--- src/rtl/rd_port_seq.sv ---
module rd_port_seq #(
  parameter int SLOTS = 4,
  parameter int IDX_W = 6
) (
  input  logic                   clk,
  input  logic                   rst_n,
  input  logic                   iss_vld,
  output logic                   iss_rdy,
  input  logic                   src_a_vld,
  input  logic [IDX_W-1:0]       src_a_idx,
  input  logic                   src_b_vld,
  input  logic [IDX_W-1:0]       src_b_idx,
  input  logic                   dst_vld,
  input  logic [IDX_W-1:0]       dst_idx,
  input  logic [SLOTS-1:0]       prod_vld,
  input  logic [SLOTS*IDX_W-1:0] prod_idx,
  output logic                   port_en,
  output logic [IDX_W-1:0]       port_idx,
  output logic                   two_cycle,
  output logic                   wake_vld,
  output logic [IDX_W-1:0]       wake_idx
);

  localparam logic [IDX_W-1:0] ZREG = '0;

  logic [SLOTS-1:0]       last_vld;
  logic [SLOTS*IDX_W-1:0] last_idx;
  logic [SLOTS-1:0]       hit_a, hit_b;
  logic                   byp_a, byp_b;
  logic                   need_a, need_b;
  logic                   accept;
  logic                   pend;
  logic [IDX_W-1:0]       pend_idx;
  logic                   s1_vld, s1_slow, s2_vld;
  logic [IDX_W-1:0]       s1_idx, s2_idx;

  always_ff @(posedge clk) begin
    if (!rst_n) begin
      last_vld <= '0;
      last_idx <= '0;
    end else begin
      last_vld <= prod_vld;
      last_idx <= prod_idx;
    end
  end

  for (genvar s = 0; s < SLOTS; s++) begin : g_cmp
    wire [IDX_W-1:0] tag = last_idx[s*IDX_W +: IDX_W];
    wire             live = last_vld[s] && (tag != ZREG);
    assign hit_a[s] = live && (tag == src_a_idx);
    assign hit_b[s] = live && (tag == src_b_idx);
  end

  assign byp_a  = |hit_a;
  assign byp_b  = |hit_b;
  assign iss_rdy = !pend;
  assign accept = iss_vld && iss_rdy;

  assign need_a = src_a_vld && (src_a_idx != ZREG) && !byp_a;
  assign need_b = src_b_vld && (src_b_idx != ZREG) && !byp_b &&
                  !(src_a_vld && (src_a_idx == src_b_idx));

  assign two_cycle = accept && need_a && need_b;
  assign port_en   = pend || (accept && (need_a || need_b));

  always_comb begin
    if (pend)                  port_idx = pend_idx;
    else if (accept && need_a) port_idx = src_a_idx;
    else if (accept && need_b) port_idx = src_b_idx;
    else                       port_idx = ZREG;
  end

  always_ff @(posedge clk) begin
    if (!rst_n) begin
      pend     <= 1'b0;
      pend_idx <= '0;
    end else begin
      pend     <= two_cycle;
      pend_idx <= two_cycle ? src_b_idx : '0;
    end
  end

  always_ff @(posedge clk) begin
    if (!rst_n) begin
      s1_vld  <= 1'b0;
      s1_slow <= 1'b0;
      s1_idx  <= '0;
      s2_vld  <= 1'b0;
      s2_idx  <= '0;
    end else begin
      s1_vld  <= accept && dst_vld;
      s1_slow <= two_cycle;
      s1_idx  <= dst_idx;
      s2_vld  <= s1_vld && s1_slow;
      s2_idx  <= s1_idx;
    end
  end

  assign wake_vld = s2_vld || (s1_vld && !s1_slow);
  assign wake_idx = s2_vld ? s2_idx : (wake_vld ? s1_idx : ZREG);


  no_zero_read_chk: assert property (@(posedge clk) disable iff (!rst_n)
    port_en |-> port_idx != ZREG);


  second_read_chk: assert property (@(posedge clk) disable iff (!rst_n)
    two_cycle |=> (port_en && port_idx == $past(src_b_idx)));


  slot_block_chk: assert property (@(posedge clk) disable iff (!rst_n)
    two_cycle |=> !iss_rdy);


  slot_free_chk: assert property (@(posedge clk) disable iff (!rst_n)
    !iss_rdy |=> iss_rdy);


  fast_wake_chk: assert property (@(posedge clk) disable iff (!rst_n)
    (accept && !two_cycle && dst_vld) |=> (wake_vld && wake_idx == $past(dst_idx)));

endmodule

--- config.mk ---
export PLATFORM = sky130hd
export DESIGN_NAME = rd_port_seq
export DESIGN_NICKNAME = d
export VERILOG_FILES = /design/src/rtl/rd_port_seq.sv
export SDC_FILE = /design/constraint.sdc
export NUM_CORES = 1
export LEC_CHECK = 0
export ABC_AREA = 1
export BUFFER_PORTS_ARGS = -buffer_cell sky130_fd_sc_hd__buf_2
export CAP_MARGIN = 10
export CORE_ASPECT_RATIO = 2
export CORE_UTILIZATION = 45
export DETAILED_ROUTE_END_ITERATION = 8
export HOLD_SLACK_MARGIN = 0.03
export PLACE_DENSITY_LB_ADDON = 0.12
export SLEW_MARGIN = 20
export SYNTH_ARGS = -nofsm -noshare
export SYNTH_HDL_FRONTEND = slang
export SYNTH_SLANG_ARGS = --single-unit
--- constraint.sdc ---
create_clock -name clk -period 2.37 [get_ports clk]
set_input_delay 0.474 -clock clk [delete_from_list [all_inputs] [get_ports clk]]
set_output_delay 0.474 -clock clk [all_outputs]
set_load 0.02 [all_outputs]
Yosys cells after proc, flatten, opt, wreduce, memory -nomap -nowiden. Cells that the tools add are included.

Mux-type cells: 5. Bitwise operators: 0. Reductions and logical operators: 42. Divide/modulo/power cells: 0. $mul: 0. Magnitude comparators: 0. $add $sub $neg: 0. Eq/ne operators: 9. Shift operators: 0.

Operators with widths (number): equality test 6 bit (9); nonzero test 6 bit (6); 2-to-1 mux 6 bit (5); logical AND 1 bit (26); OR reduction 4 bit (2); logical NOT 1 bit (4); logical OR 1 bit (3); AND reduction 2 bit (1).

Bits of input ports: 52. Memories kept: 0. Bits in latches: 0. Bits in registers: 49. ROM bits: 0. Bits in writable memories: 0. Word-level logic and storage cells: 64. Output and inout bits: 16.

Depth between registers and ports, before layout.
Depth in word-level cells: 11. Gate-level depth with buffers: 13.

Least setup slack after synthesis. OpenSTA, ideal clock, no wires.

Path type: input to output. From: input port src_b_idx[1]. To: output port port_idx[0]. Setup slack: 260 ps. Stages on the path: 12. Path buffers: 1. Arrival: 1636 ps. Cell sequence: buf_2 -> inv_1 -> nand2_1 -> nand2_1 -> inv_1 -> nand3_1 -> nor2_1 -> nor2_1 -> nand2_1 -> nor3_4 -> nand2_1 -> nand3_1.

Longest elaborated chain between the ends: 10. Elaborated cells between the ends (all ways): 21. Those cells by class: eq/ne (5); mux (3); reduce/logical (13).

RTL lines: start: declaration (line 12) `input logic [IDX_W-1:0] src_b_idx,`; equality test 6 bit (line 51) `assign hit_b[s] = live && (tag == src_b_idx);`; logical AND 1 bit (line 51); OR reduction 4 bit (line 55) `assign byp_b = |hit_b;`; logical NOT 1 bit (line 60) `assign need_b = src_b_vld && (src_b_idx != ZREG) && !byp_b &&`; logical AND 1 bit (line 60); logical AND 1 bit (*) (line 60); logical AND 1 bit (*) (line 69) `else if (accept && need_b) port_idx = src_b_idx;`; 2-to-1 mux 6 bit (*) (line 69); 2-to-1 mux 6 bit (*) (line 68) `else if (accept && need_a) port_idx = src_a_idx;`; 2-to-1 mux 6 bit (*) (line 67) `if (pend) port_idx = pend_idx;`; end: declaration (line 18) `output logic [IDX_W-1:0] port_idx,`.

Every way passes the cells marked *; elsewhere a longest branch is shown, timed or not.

Final worst setup path.
From: register last_idx[10]. To: output port port_idx[3].

Longest elaborated chain between the ends: 11. Elaborated cells between the ends (all ways): 18. Those cells by class: eq/ne (2); mux (3); reduce/logical (13).

RTL lines: start: declaration (line 27) `logic [SLOTS*IDX_W-1:0] last_idx;`; start signal: assignment (line 43) `last_idx <= prod_idx;`; nonzero test 6 bit (line 49) `wire live = last_vld[s] && (tag != ZREG);`; logical AND 1 bit (line 49); logical AND 1 bit (line 51); OR reduction 4 bit (line 55); logical NOT 1 bit (line 60); logical AND 1 bit (2 in series) (line 60); logical AND 1 bit (line 69); 2-to-1 mux 6 bit (line 69); 2-to-1 mux 6 bit (*) (line 68); 2-to-1 mux 6 bit (*) (line 67).

Marked as above.

==> impl_metrics.json <==
{
  "worstSetupStartpointType": "flip-flop",
  "syn_inst": 411,
  "cts_buffer_depth": 2,
  "rsz0062_at_grt": "true",
  "regArea_um2": 988.4,
  "outcome": "finished clean",
  "grt_first_pass_wirelength_um": 11210,
  "die-area_um2": 6304,
  "critical_path_class": "flip-flop to output pin",
  "min_period_ns": 2.279,
  "max_stage_delay_ns": 0.36,
  "comb_power_share": 0.196,
  "vias_per_cell": 4.780,
  "numCtsBuffers": 5,
  "pwr-share-seq": 0.465,
  "num_antenna_cells": 0,
  "ys_ff_latch": 49,
  "worst_pin_slew_ns": 0.5043,
  "synth_warnings": 0,
  "syn_area_um2": 2688,
  "synth_top_area_frac": 0.3650,
  "cts_tree": "done",
  "power_switching_mw": 0.5133,
  "num-nets-final": 534,
  "critPathSlowestCell": "dfxtp_2",
  "grt_pass1_vias": 2475,
  "drive_gt1_frac": 0.2723,
  "swShare": 0.2668,
  "fin_crit_sh": 0.9617,
  "wl_um": 6980,
  "p_leak_nw": 1.961,
  "post_drt_wl_per_cell_um": 12.88,
  "placementRows": 39,
  "die_w_um": 56.65,
  "slew_viol_final": 0,
  "drtIter0Drc": 85,
  "io_buffers": 67,
  "grt_remaining_overflow": 0,
  "initial_core_util": 0.4707,
  "p_per_area_nw_per_um2": 556.9,
  "grt_usage": 0.2333,
  "path_cells": "or2_0 > nand3_1 > nor2_1 > nand2_2 > nand3_4 > nor3_4 > nand2_1 > nand3_2 > buf_6",
  "multi_input_area_um2": 1413,
  "fmax_mhz": 438.7,
  "met2_usage": 0.4502,
  "place_ws_ns": -0.04471,
  "core_um2": 5709,
  "firstDrtPassIters": 4,
  "grt_max_degree": 30,
  "die_h_um": 111.3,
  "synth_area_leaders": "dfxtp_1 (36%), nand2_1 (18%), inv_1 (9.5%), xnor2_1 (9.1%), nor2_1 (8.0%)",
  "ir_drop_mv": 0.8223,
  "place_hpwl_um": 5410,
  "synth_nets": 463,
  "detail-route-antenna-nets": 0,
  "worst_slack_ns": 0.09073,
  "worstSetupEndpointType": "output pin",
  "fin_util": 0.6051,
  "busiest_layer": "met2",
  "cp_max_fo": 7,
  "root_buffer": "clkbuf_16",
  "met1_usage": 0.2041,
  "path_clk_slew_ns": 0.06,
  "p_int_mw": 1.411,
  "worst_ep_required_time_ns": 1.90,
  "arrival_ns": 1.81,
  "fill_cells": 543,
  "yosysTopAreaCell": "dfxtp_1",
  "yosysSeqAreaShare": 0.3650,
  "ios": 68,
  "avgSynthCellArea_um2": 6.539,
  "area_growth_pct": 28.54,
  "pwr-share-clk": 0.339,
  "hold_violations": 0,
  "hp-class": "input pin to flip-flop",
  "max_slew_margin": 0.6638,
  "finalClockSkew_ns": 0.005450,
  "vias": 2591,
  "cts_max_level": 2,
  "cts_sinks": 49,
  "ys_types": 27,
  "gr-usage-met3": 0.04434,
  "antenna_found_initial": 0,
  "cap_violations": 0,
  "insertion_delay_ns": 0.28,
  "place.gp.congestion": 0.9332,
  "drc": 0,
  "setup_viol": 0
}
## synth_stat cells (all sizes together)
master  instances
a21oi           9
buf            11
xor2            6
nand3b          1
o21ai           1
nand2         131
clkbuf          6
or2             2
xnor2          28
nand3          24
a21boi          1
nor2           59
o21bai          1
dfxtp          49
inv            76
nand4           2
nor3            4
## power by group through the flow
stage / clock network [mW] / logic (mW) / registers, mW
after floorplan: 0 / 0.228 / 0.903
after global placement: 0 / 0.325 / 0.911
after detailed placement: 0 / 0.329 / 0.912
after CTS: 0.674 / 0.335 / 0.894
after global routing: 0.708 / 0.420 / 0.900
final: 0.652 / 0.377 / 0.895
## flip-flops by register name, indices dropped and copies added, names as in the netlist
register,flops
last_idx,24
pend_idx,6
s1_idx,6
s2_idx,6
last_vld,4
s1_slow,1
s1_vld,1
s2_vld,1
## per-layer routing
metal | part of all wire | vias to the layer above
met5 | 0 | -
met4 | 0.058 | 0
met3 | 0.032 | 28
met2 | 0.56 | 77
met1 | 0.35 | 1152
li1 | - | 1334
## cells by family after synthesis
logic type / Yosys count / share of synthesized area
AND/OR/NAND/NOR: 223 / 0.3603
buffers and inverters: 93 / 0.1397
flip-flops: 49 / 0.3650
XOR/XNOR: 34 / 0.1108
AO/OA/AOI/OAI: 12 / 0.02421
## cell type report
cell class	count	area share
Clock buffer	5	0.03622
Clock inverter	1	0.001449
Inverter	76	0.08982
Multi-Input combinational cell	270	0.4089
Sequential cell	49	0.2861
Tap cell	61	0.02209
Timing Repair Buffer	80	0.1554
## critical path, delay by kind of cell (launching register included)
family | cells | cell delay, ns
buffers and inverters | 1 | 0.11
DFF | 1 | 0.36
and+or+nand+nor | 8 | 1.05
## stage by stage
step / cell area [µm²] / TNS, ns / hold WS [ns] / instances / power (mW)
6_report: 3455 / 0 / 0.3660 / 542 / 1.924
5_1_grt: 3455 / -0.1492 / 0.3607 / 542 / 2.028
4_1_cts: 3226 / 0 / 0.3611 / 537 / 1.903
3_5_place_dp: 3069 / -0.1157 / 0.4153 / 530 / 1.242
3_3_place_gp: 3069 / -0.05437 / 0.4083 / 530 / 1.236
2_1_floorplan: 2688 / 0 / 0.4071 / 411 / 1.131
## layout by cell type, fill, tap and decap left out, types with 2 or more instances in the layout
cell,netlist,routed
inv_6,0,2
a21oi_1,9,9
buf_2,9,50
buf_4,1,16
nand3_2,2,10
dfxtp_1,49,43
nand3_1,20,11
nor2_1,57,54
nand4_1,2,2
xnor2_1,28,28
buf_6,0,11
nand2_2,2,6
nand2_1,128,124
xor2_1,6,6
nor3_1,3,3
dfxtp_2,0,6
inv_2,8,4
or2_0,2,2
nand3_4,2,3
inv_1,68,64
clkbuf_16,0,5
nor2_4,1,2
inv_4,0,6
nor2_2,0,3
## path summary, 6_finish.rpt
kind / startpoint / end / slack (ns) / cells past startpoint
setup / recovery: last_idx[10]$_SDFF_PN0_ / port_idx[3] / 0.09 / 9
hold / removal: prod_idx[6] / last_idx[6]$_SDFF_PN0_ / 0.37 / 3
setup reg to reg: s1_slow$_SDFF_PN0_ / pend_idx[5]$_SDFF_PN0_ / 0.80 / 8
hold reg to reg: s1_idx[2]$_SDFF_PN0_ / s2_idx[2]$_SDFF_PN0_ / 0.42 / 2
## what timing repair did
| item | in CTS | in global routing |
|---|---|---|
| pin swaps | 3 | 16 |
| endpoints found under the setup margin | 6 | 8 |
| resized for setup | 7 | 72 |
| buffers inserted | 1 | 4 |
| hold buffers | 0 | 0 |
| gates cloned | 0 | 1 |
(Power assumes the default switching activity.)
